File: src/rtl/cmr_pkg.sv
package cmr_pkg;

  localparam int CTRL_W = 10;
  localparam int COM_W  = 2;
  localparam logic [CTRL_W-1:0] CTRL_RESET = 10'h322;

  typedef struct packed {
    logic [1:0]       spare;      // [9:8] plain storage
    logic             bypass;     // [7]
    logic             irq_clr;    // [6] write-only
    logic             mem_card;   // [5]
    logic             ready;      // [4]
    logic             addr_mode;  // [3]
    logic             notify_en;  // [2]
    logic [COM_W-1:0] com;        // [1:0]
  } ctrl_t;

  localparam int IRQ_CLR_BIT = 6;
  localparam int NOTIFY_BIT  = 2;

  // Stored form of a written word: the self-clearing bit is never kept.
  function automatic ctrl_t store_form(input logic [CTRL_W-1:0] w);
    ctrl_t c;
    c = ctrl_t'(w);
    c.irq_clr = 1'b0;
    return c;
  endfunction

  // Level of the active-low host request line for a given configuration.
  function automatic logic req_level(input logic mem_card, input logic ready,
                                     input logic uart_irq);
    if (mem_card) return ready;
    return ~uart_irq;
  endfunction

endpackage

File: src/rtl/cmr_regfile.sv
module cmr_regfile
  import cmr_pkg::*;
(
  input  logic              clk,
  input  logic              rst_n,
  input  logic              wr_en,
  input  logic [CTRL_W-1:0] wr_data,
  output ctrl_t             ctrl_q,
  output logic              irq_clr_req,
  output logic              notify_drop
);

  ctrl_t ctrl_d;

  always_comb begin
    ctrl_d = ctrl_q;
    if (wr_en) ctrl_d = store_form(wr_data);
  end

  always_ff @(posedge clk) begin
    if (!rst_n) ctrl_q <= ctrl_t'(CTRL_RESET);
    else        ctrl_q <= ctrl_d;
  end

  // Named event wires: the one-cycle actions a write carries.
  assign irq_clr_req = wr_en & wr_data[IRQ_CLR_BIT];
  assign notify_drop = wr_en & ~wr_data[NOTIFY_BIT];

  assert_store_R11: assert property (@(posedge clk) disable iff (!rst_n)
    wr_en |=> (ctrl_q == store_form($past(wr_data))));

  assert_clr_not_kept_R9: assert property (@(posedge clk) disable iff (!rst_n)
    ctrl_q.irq_clr == 1'b0);

endmodule

File: src/rtl/cmr_sticky_flag.sv
module cmr_sticky_flag #(
  parameter bit SET_WINS = 1'b1
) (
  input  logic clk,
  input  logic rst_n,
  input  logic set_ev,
  input  logic clr_ev,
  output logic flag_q
);

  logic flag_d;

  generate
    if (SET_WINS) begin : g_set_priority
      always_comb begin
        if (set_ev)      flag_d = 1'b1;
        else if (clr_ev) flag_d = 1'b0;
        else             flag_d = flag_q;
      end
    end else begin : g_clr_priority
      always_comb begin
        if (clr_ev)      flag_d = 1'b0;
        else if (set_ev) flag_d = 1'b1;
        else             flag_d = flag_q;
      end
    end
  endgenerate

  always_ff @(posedge clk) begin
    if (!rst_n) flag_q <= 1'b0;
    else        flag_q <= flag_d;
  end

endmodule

File: src/rtl/cmr_req_mux.sv
module cmr_req_mux
  import cmr_pkg::*;
(
  input  logic rst_n,
  input  logic mem_card,
  input  logic ready,
  input  logic uart_irq,
  output logic ireq_n
);

  // Reset overrides everything so the host sees busy from power-up.
  always_comb begin
    if (!rst_n) ireq_n = 1'b0;
    else        ireq_n = req_level(mem_card, ready, uart_irq);
  end

endmodule

File: src/rtl/card_mode_ctrl.sv
module card_mode_ctrl
  import cmr_pkg::*;
(
  input  logic              clk,
  input  logic              rst_n,
  input  logic              wr_en,
  input  logic [CTRL_W-1:0] wr_data,
  output logic [CTRL_W-1:0] rd_data,
  input  logic              uart_irq,
  input  logic              host_attr_wr,
  input  logic              sub_attr_wr,
  output logic              ireq_n,
  output logic              sts_chg,
  output logic              sub_irq,
  output logic              io_enable,
  output logic              addr_mode_en,
  output logic [COM_W-1:0]  com_sel,
  output logic              bypass_en
);

  ctrl_t ctrl_q;
  logic  irq_clr_req;
  logic  notify_drop;
  logic  notify_hit;

  cmr_regfile u_regfile (
    .clk         (clk),
    .rst_n       (rst_n),
    .wr_en       (wr_en),
    .wr_data     (wr_data),
    .ctrl_q      (ctrl_q),
    .irq_clr_req (irq_clr_req),
    .notify_drop (notify_drop)
  );

  // Status change: set by a subsystem attribute write while notify is on.
  assign notify_hit = sub_attr_wr & ctrl_q.notify_en;

  cmr_sticky_flag #(.SET_WINS(1'b0)) u_sts_flag (
    .clk    (clk),
    .rst_n  (rst_n),
    .set_ev (notify_hit),
    .clr_ev (notify_drop),
    .flag_q (sts_chg)
  );

  // Subsystem interrupt: a host attribute write is never lost to a clear.
  cmr_sticky_flag #(.SET_WINS(1'b1)) u_irq_flag (
    .clk    (clk),
    .rst_n  (rst_n),
    .set_ev (host_attr_wr),
    .clr_ev (irq_clr_req),
    .flag_q (sub_irq)
  );

  cmr_req_mux u_req_mux (
    .rst_n    (rst_n),
    .mem_card (ctrl_q.mem_card),
    .ready    (ctrl_q.ready),
    .uart_irq (uart_irq),
    .ireq_n   (ireq_n)
  );

  assign rd_data      = CTRL_W'(ctrl_q);
  assign io_enable    = ~ctrl_q.mem_card;
  assign addr_mode_en = ctrl_q.addr_mode;
  assign com_sel      = ctrl_q.com;
  assign bypass_en    = ctrl_q.bypass;

  assert_busy_low_R2: assert property (@(posedge clk) disable iff (!rst_n)
    (rd_data[5:4] == 2'b10) |-> !ireq_n);

  assert_ready_high_R3: assert property (@(posedge clk) disable iff (!rst_n)
    (rd_data[5:4] == 2'b11) |-> ireq_n);

  assert_irq_path_R4: assert property (@(posedge clk) disable iff (!rst_n)
    io_enable |-> (ireq_n == !uart_irq));

  assert_sts_set_R6: assert property (@(posedge clk) disable iff (!rst_n)
    (notify_hit && !notify_drop) |=> sts_chg);

  assert_sts_hold_R6: assert property (@(posedge clk) disable iff (!rst_n)
    (sts_chg && !notify_drop) |=> sts_chg);

  assert_sts_quiet_R7: assert property (@(posedge clk) disable iff (!rst_n)
    (!sts_chg && !rd_data[NOTIFY_BIT]) |=> !sts_chg);

  assert_irq_set_R8: assert property (@(posedge clk) disable iff (!rst_n)
    host_attr_wr |=> sub_irq);

  assert_irq_clear_R9: assert property (@(posedge clk) disable iff (!rst_n)
    (irq_clr_req && !host_attr_wr) |=> !sub_irq);

  assert_read_bit6_R9: assert property (@(posedge clk) disable iff (!rst_n)
    rd_data[IRQ_CLR_BIT] == 1'b0);

endmodule

File: config.mk
export PLATFORM = sky130hd
export DESIGN_NAME = card_mode_ctrl
export DESIGN_NICKNAME = d
export VERILOG_FILES = /design/src/rtl/cmr_pkg.sv /design/src/rtl/cmr_regfile.sv /design/src/rtl/cmr_sticky_flag.sv /design/src/rtl/cmr_req_mux.sv /design/src/rtl/card_mode_ctrl.sv
export SDC_FILE = /design/constraint.sdc
export NUM_CORES = 1
export LEC_CHECK = 0
export ABC_AREA = 1
export ABC_CLOCK_PERIOD_IN_PS = 800
export BUFFER_PORTS_ARGS = -buffer_cell sky130_fd_sc_hd__buf_2
export CORE_MARGIN = 8
export CORE_UTILIZATION = 34
export DETAILED_ROUTE_END_ITERATION = 16
export GPL_TIMING_DRIVEN = 0
export PLACE_DENSITY_LB_ADDON = 0.05
export SETUP_SLACK_MARGIN = 0.5
export SYNTH_ARGS = -nofsm -noshare
export SYNTH_HDL_FRONTEND = slang
export SYNTH_SLANG_ARGS = --single-unit
export TNS_END_PERCENT = 50
File: constraint.sdc
create_clock -name clk -period 0.8 [get_ports clk]
set_clock_uncertainty 0.2 [all_clocks]
set_input_delay 0.08 -clock clk [delete_from_list [all_inputs] [get_ports clk]]
set_output_delay 0.08 -clock clk [all_outputs]
set_load 0.02 [all_outputs]
======== Word level (Yosys, flattened, before mapping) ========
Cells that the tools add are included.
cells by class
  add/sub/neg operators ................... 0
  $mul .................................... 0
  div/mod/pow operators ................... 0
  magnitude comparators ................... 0
  equal/unequal tests ..................... 0
  shift-type cells ........................ 0
  mux-type cells .......................... 7
  bitwise operators ....................... 7
  reduce and logical (&&, ||, !) cells .... 2
operators by type and width
  cell               count
  $mux 1             7
  $not 1->1          4
  $and 1x1->1        3
  $reduce_bool 2->1  1
  $reduce_or 2->1    1
word-level totals
  flip-flop bits (word level) ............. 11
  latch bits .............................. 0
  memory bits (writable) .................. 0
  bits in read-only memories .............. 0
  input port bits ......................... 16
  word-level logic and storage cells ...... 25
  memories kept ........................... 0

======== Longest topological paths before layout ========
  depth in word-level cells ............... 4
  mapped depth ............................ 4
  mapped depth without buffers ............ 4

======== By module ========
Synthesis repeated with hierarchy kept, for this count alone.
unflattened totals
  cells, all modules ...................... 78
  area total of the unflattened synthesis .. 533.0 µm²
by module, submodules not included
  module                         instances  cells each  area each (µm²)
  cmr_regfile                    1          55          394.1
  cmr_sticky_flag at u_irq_flag  1          6           43.8
  card_mode_ctrl                 1          7           41.3
  cmr_sticky_flag at u_sts_flag  1          5           35.0
  cmr_req_mux                    1          5           18.8

======== Worst setup path before layout ========
OpenSTA, ideal clock, no wires.
  path kind ............................... reg2out
  start ................................... reg, netlist name u_regfile.ctrl_q[5]
  end ..................................... out ireq_n
  data arrival time ....................... 0.863 ns
  required time ........................... 0.520 ns
  slack ................................... -0.343 ns
  cell stages (with the launch flop) ...... 4
  path through ............................ dfxtp_1 inv_1 o21ai_0 nor2_1
on the way
  cells in the longest elaborated chain, start to end .. 4
RTL lines
  what              RTL line              RTL
  $mux 1            cmr_pkg.sv:32         if (mem_card) return ready;
  $mux 1            cmr_req_mux.sv:13     if (!rst_n) ireq_n = 1'b0;
  $mux 1            cmr_pkg.sv:33         return ~uart_irq;
  $mux 1            cmr_req_mux.sv:13
  end: declaration  card_mode_ctrl.sv:12  output logic ireq_n,
Every way passes these cells. The select of a mux whose other input is x is not followed.

======== Final worst setup path ========
  start ................................... reg, netlist name u_regfile.ctrl_q[5]
  end ..................................... out ireq_n
on the way
  cells in the longest elaborated chain, start to end .. 4
RTL lines
  what    RTL line
  $mux 1  cmr_pkg.sv:32
  $mux 1  cmr_req_mux.sv:13
  $mux 1  cmr_pkg.sv:33
  $mux 1  cmr_req_mux.sv:13
Every way passes these cells. The select of a mux whose other input is x is not followed.

==> results.txt <==
----------------------------------------------------
[STA]
  Final hold vios ... 11
  Setup violation total in the final timing report ... 24
  RSZ-0062 raised after global routing ... yes
  Setup WS post-layout ... -0.483 ns
  Maximum clock rate ... 779 MHz
  Max-slew violations ... 0
  Clock period minus final worst setup slack ... 1.28 ns
  Fraction of the cycle the final worst path needs ... 160%
  Worst hold slack ... -0.178 ns

[Synth]
  Top cell type's share of synthesized area ... 44.8%
  Post-synthesis sequential area ratio ... 44.8%
  Cell area after synthesis ... 492 um^2
  Proportion of synthesized flip-flops having asynchronous set or reset ... 0%
  Number of standard cells after synthesis ... 59
  Library cell with the highest instance count after synthesis ... sky130_fd_sc_hd__dfxtp_1
  Post-synth cell types ... 14
  Post-synth top cells ... sky130_fd_sc_hd__dfxtp_1, sky130_fd_sc_hd__nand2_1, sky130_fd_sc_hd__buf_4
  Warning count from the yosys run ... 0
  Library cell with the largest summed area after synthesis ... sky130_fd_sc_hd__dfxtp_1
  Main area contributors after synthesis ... sky130_fd_sc_hd__dfxtp_1, sky130_fd_sc_hd__buf_4, sky130_fd_sc_hd__o21ai_2
  Number of enable-type register cells in the synthesized netlist ... 0
  Most used flip-flop cell after synthesis ... sky130_fd_sc_hd__dfxtp_1
  Net count after synthesis ... 75
  Syn Area/Cell ... 8.33 um^2
  Count of state elements after synthesis ... 11

[Layout]
  Number of antenna diodes ... 0
  Net total in the final layout ... 118
  Layout overhead on the synthesized area ... 89.3%
  Post-route cell area ... 931 um^2
  Share of the core filled with cells in the final layout ... 69.8%
  Fraction of layout instances using a drive strength above 1 ... 79.2%

[Run status]
  Run status ... finished with violations
  Failing checks ... hold timing, setup timing

[CTS]
  Number of buffers on the longest clock path ... 2
  Clock tree sinks ... 11
  Clock transition at the registers of the reported paths ... 0.07 ns
  Count of H-tree levels built during CTS ... 1
  Worst skew pair latency ... 0.27 ns
  Number of buffers created by CTS ... 3
  Root cell of the clock tree ... sky130_fd_sc_hd__clkbuf_4
  TritonCTS clock tree ... yes

[Floorplan]
  Total Die Area ... 2920 um^2
  Site row count ... 13
  Chip width ... 54.0 um
  Effective utilization at floorplan ... 36.9%
  Core Region ... 1330 um^2
  Die H ... 54.0 um
  Boundary pin count ... 34

[Worst setup path]
  Beginning of the worst register-to-register path ... u_regfile.ctrl_q[0]$_SDFFE_PN0P_
  Worst setup slack for register-to-register paths ... -0.14 ns
  CP Capture Type ... primary output
  Capture point of the worst reg-to-reg path ... u_regfile.ctrl_q[0]$_SDFFE_PN0P_
  Setup crit end ... ireq_n
  Kind of critical path ... reg -> out
  Arrival @ worst endpoint ... 1.00 ns
  Startpoint class of the critical path ... flip-flop
  Reg2Reg Depth ... 3
  Maximum fanout along the worst path ... 3
  Launching instance or port of the critical path ... u_regfile.ctrl_q[5]$_SDFFE_PN1P_
  Critical Path RT ... 0.52 ns

[Pwr]
  Internal power ... 1.02 mW
  Switching power total ... 0.442 mW
  Static Leakage ... 0.452 nW
  Part of the power in combinational logic ... 30.9%
  IR drop worst, VDD ... 0.843 mV
  Power share of the clock group ... 27.1%
  Pwr/cell area ... 1570 nW/um^2
  Fraction of power spent switching nets ... 30.2%
  Share of total power in sequential cells ... 42.0%

[Global routing]
  Global-route usage over all layers ... 11.0%
  Pin count of the biggest net entering global routing ... 11
  Antenna violations before repair ... 0
  First-pass GRT wire length ... 2300 um
  Number of global-route vias before repair ... 531
  GR Overflow Total ... 0

[Place]
  Post-DP HPWL ... 991 um
  Port Buffers ... 31
  Final Wtd Congestion ... 0.653
  Area after DPL ... 718 um^2

[Routing]
  WL/cell ... 12.5 um
  Antenna Violating Nets Remaining ... 0
  Count of unresolved DRC violations after routing ... 0
  Total wirelength of the detailed-routed design ... 1450 um
  Detailed router's first-iteration violation count ... 6
  Drt via density ... 4.44
  Total number of vias ... 515
  Initial DRT Pass Iterations ... 4

[Hold path]
  Worst hold path type ... in -> reg

[Job]
  Max-Cap Viols ... 0

----------------------------------------------------
[what timing repair did]
| action | 4_1_cts | 5_1_grt |
|---|---|---|
| setup buffers | 7 | 0 |
| hold endpoints to repair | 11 | 11 |
| gates resized for setup | 40 | 3 |
| pin swaps | 4 | 2 |
| cloned | 0 | 0 |
| endpoints found under the setup margin | 28 | 28 |
[worst max-delay path: stages (launching register included)]
cell	delay (ns)
sky130_fd_sc_hd__dfxtp_4	0.37
sky130_fd_sc_hd__inv_4	0.03
sky130_fd_sc_hd__nand2_1	0.04
sky130_fd_sc_hd__o21ai_1	0.07
sky130_fd_sc_hd__nor2_2	0.10
sky130_fd_sc_hd__buf_6	0.13
[flip-flops by register name (all words and copies together) (netlist names)]
name	flops
u_sts_flag.flag_q	1
u_regfile.ctrl_q	9
u_irq_flag.flag_q	1
[layout make-up]
cell class,count,area (um^2)
fill,111,403
timing repair buffer,38,318
sequential,11,254
multi-input combinational,35,203
buffer,9,93.8
clock buffer,4,26.3
tap,15,18.8
inverter,4,17.5
[logic make-up after synthesis]
| kind of cell | Yosys count | share of synthesized area [%] |
|---|---|---|
| AO/OA/AOI/OAI | 10 | 14.0 |
| AND/OR/NAND/NOR | 24 | 22.1 |
| buffers and inverters | 13 | 18.3 |
| flip-flops | 11 | 44.8 |
| other | 1 | 0.763 |
[placed cells by master (no fill, tap or decap)]
cell                       netlist  layout
sky130_fd_sc_hd__a21oi_1         3       1
sky130_fd_sc_hd__a21oi_2         0       2
sky130_fd_sc_hd__buf_2           0      14
sky130_fd_sc_hd__buf_4           7       8
sky130_fd_sc_hd__buf_6           2      25
sky130_fd_sc_hd__clkbuf_1        0       1
sky130_fd_sc_hd__clkbuf_4        0       3
sky130_fd_sc_hd__conb_1          1       1
sky130_fd_sc_hd__dfxtp_2         0       3
sky130_fd_sc_hd__dfxtp_4         0       8
sky130_fd_sc_hd__inv_1           2       1
sky130_fd_sc_hd__inv_2           2       2
sky130_fd_sc_hd__inv_4           0       1
sky130_fd_sc_hd__nand2_1         9       8
sky130_fd_sc_hd__nand2_2         0       1
sky130_fd_sc_hd__nand3_1         3       3
sky130_fd_sc_hd__nor2_1          6       5
sky130_fd_sc_hd__nor2_2          6       6
sky130_fd_sc_hd__nor2_4          0       1
sky130_fd_sc_hd__o21ai_1         1       1
sky130_fd_sc_hd__o21ai_2         5       6
[through the flow]
step,hold slack [ns],setup TNS (ns),setup slack [ns],cells,total power [mW]
finish,-0.178,-5.80,-0.483,116,1.46
global route,-0.179,-6.59,-0.562,116,1.55
CTS,-0.184,-5.85,-0.479,116,1.47
detailed placement,0.102,-0.910,-0.223,105,0.951
global placement,0.0909,-0.839,-0.215,105,0.945
floorplan,0.000508,-0.270,-0.193,59,0.840
[power by group through the flow]
stage / Combinational, mW / Sequential [mW] / Clock, mW
5_1_grt: 0.485 / 0.620 / 0.442
2_1_floorplan: 0.180 / 0.660 / 0
6_report: 0.452 / 0.614 / 0.396
3_5_place_dp: 0.328 / 0.623 / 0
3_3_place_gp: 0.323 / 0.622 / 0
4_1_cts: 0.450 / 0.614 / 0.404
[worst min path at each step]
| stage | from | to | slack, ns | cells past startpoint |
|---|---|---|---|---|
| 2_1_floorplan | host_attr_wr | u_irq_flag.flag_q$_SDFFE_PN0P_ | 0.0005 | 2 |
| 3_3_place_gp | wr_data[9] | u_regfile.ctrl_q[9]$_SDFFE_PN1P_ | 0.09 | 3 |
| 3_5_place_dp | wr_data[9] | u_regfile.ctrl_q[9]$_SDFFE_PN1P_ | 0.10 | 3 |
| 4_1_cts | wr_data[9] | u_regfile.ctrl_q[9]$_SDFFE_PN1P_ | -0.18 | 3 |
| 5_1_grt | rst_n | u_regfile.ctrl_q[9]$_SDFFE_PN1P_ | -0.18 | 2 |
| 6_report | wr_data[9] | u_regfile.ctrl_q[9]$_SDFFE_PN1P_ | -0.18 | 3 |
[per-layer routing]
metal / track usage, % / routed length (um) / vias up
li1: - / - / 261
met1: 9.75 / 477 / 229
met2: 19.5 / 782 / 21
met3: 6.06 / 165 / 4
met4: 6.15 / 21 / 0
met5: 0 / 0 / -
Note: power is estimated with default switching activity, not from simulation.
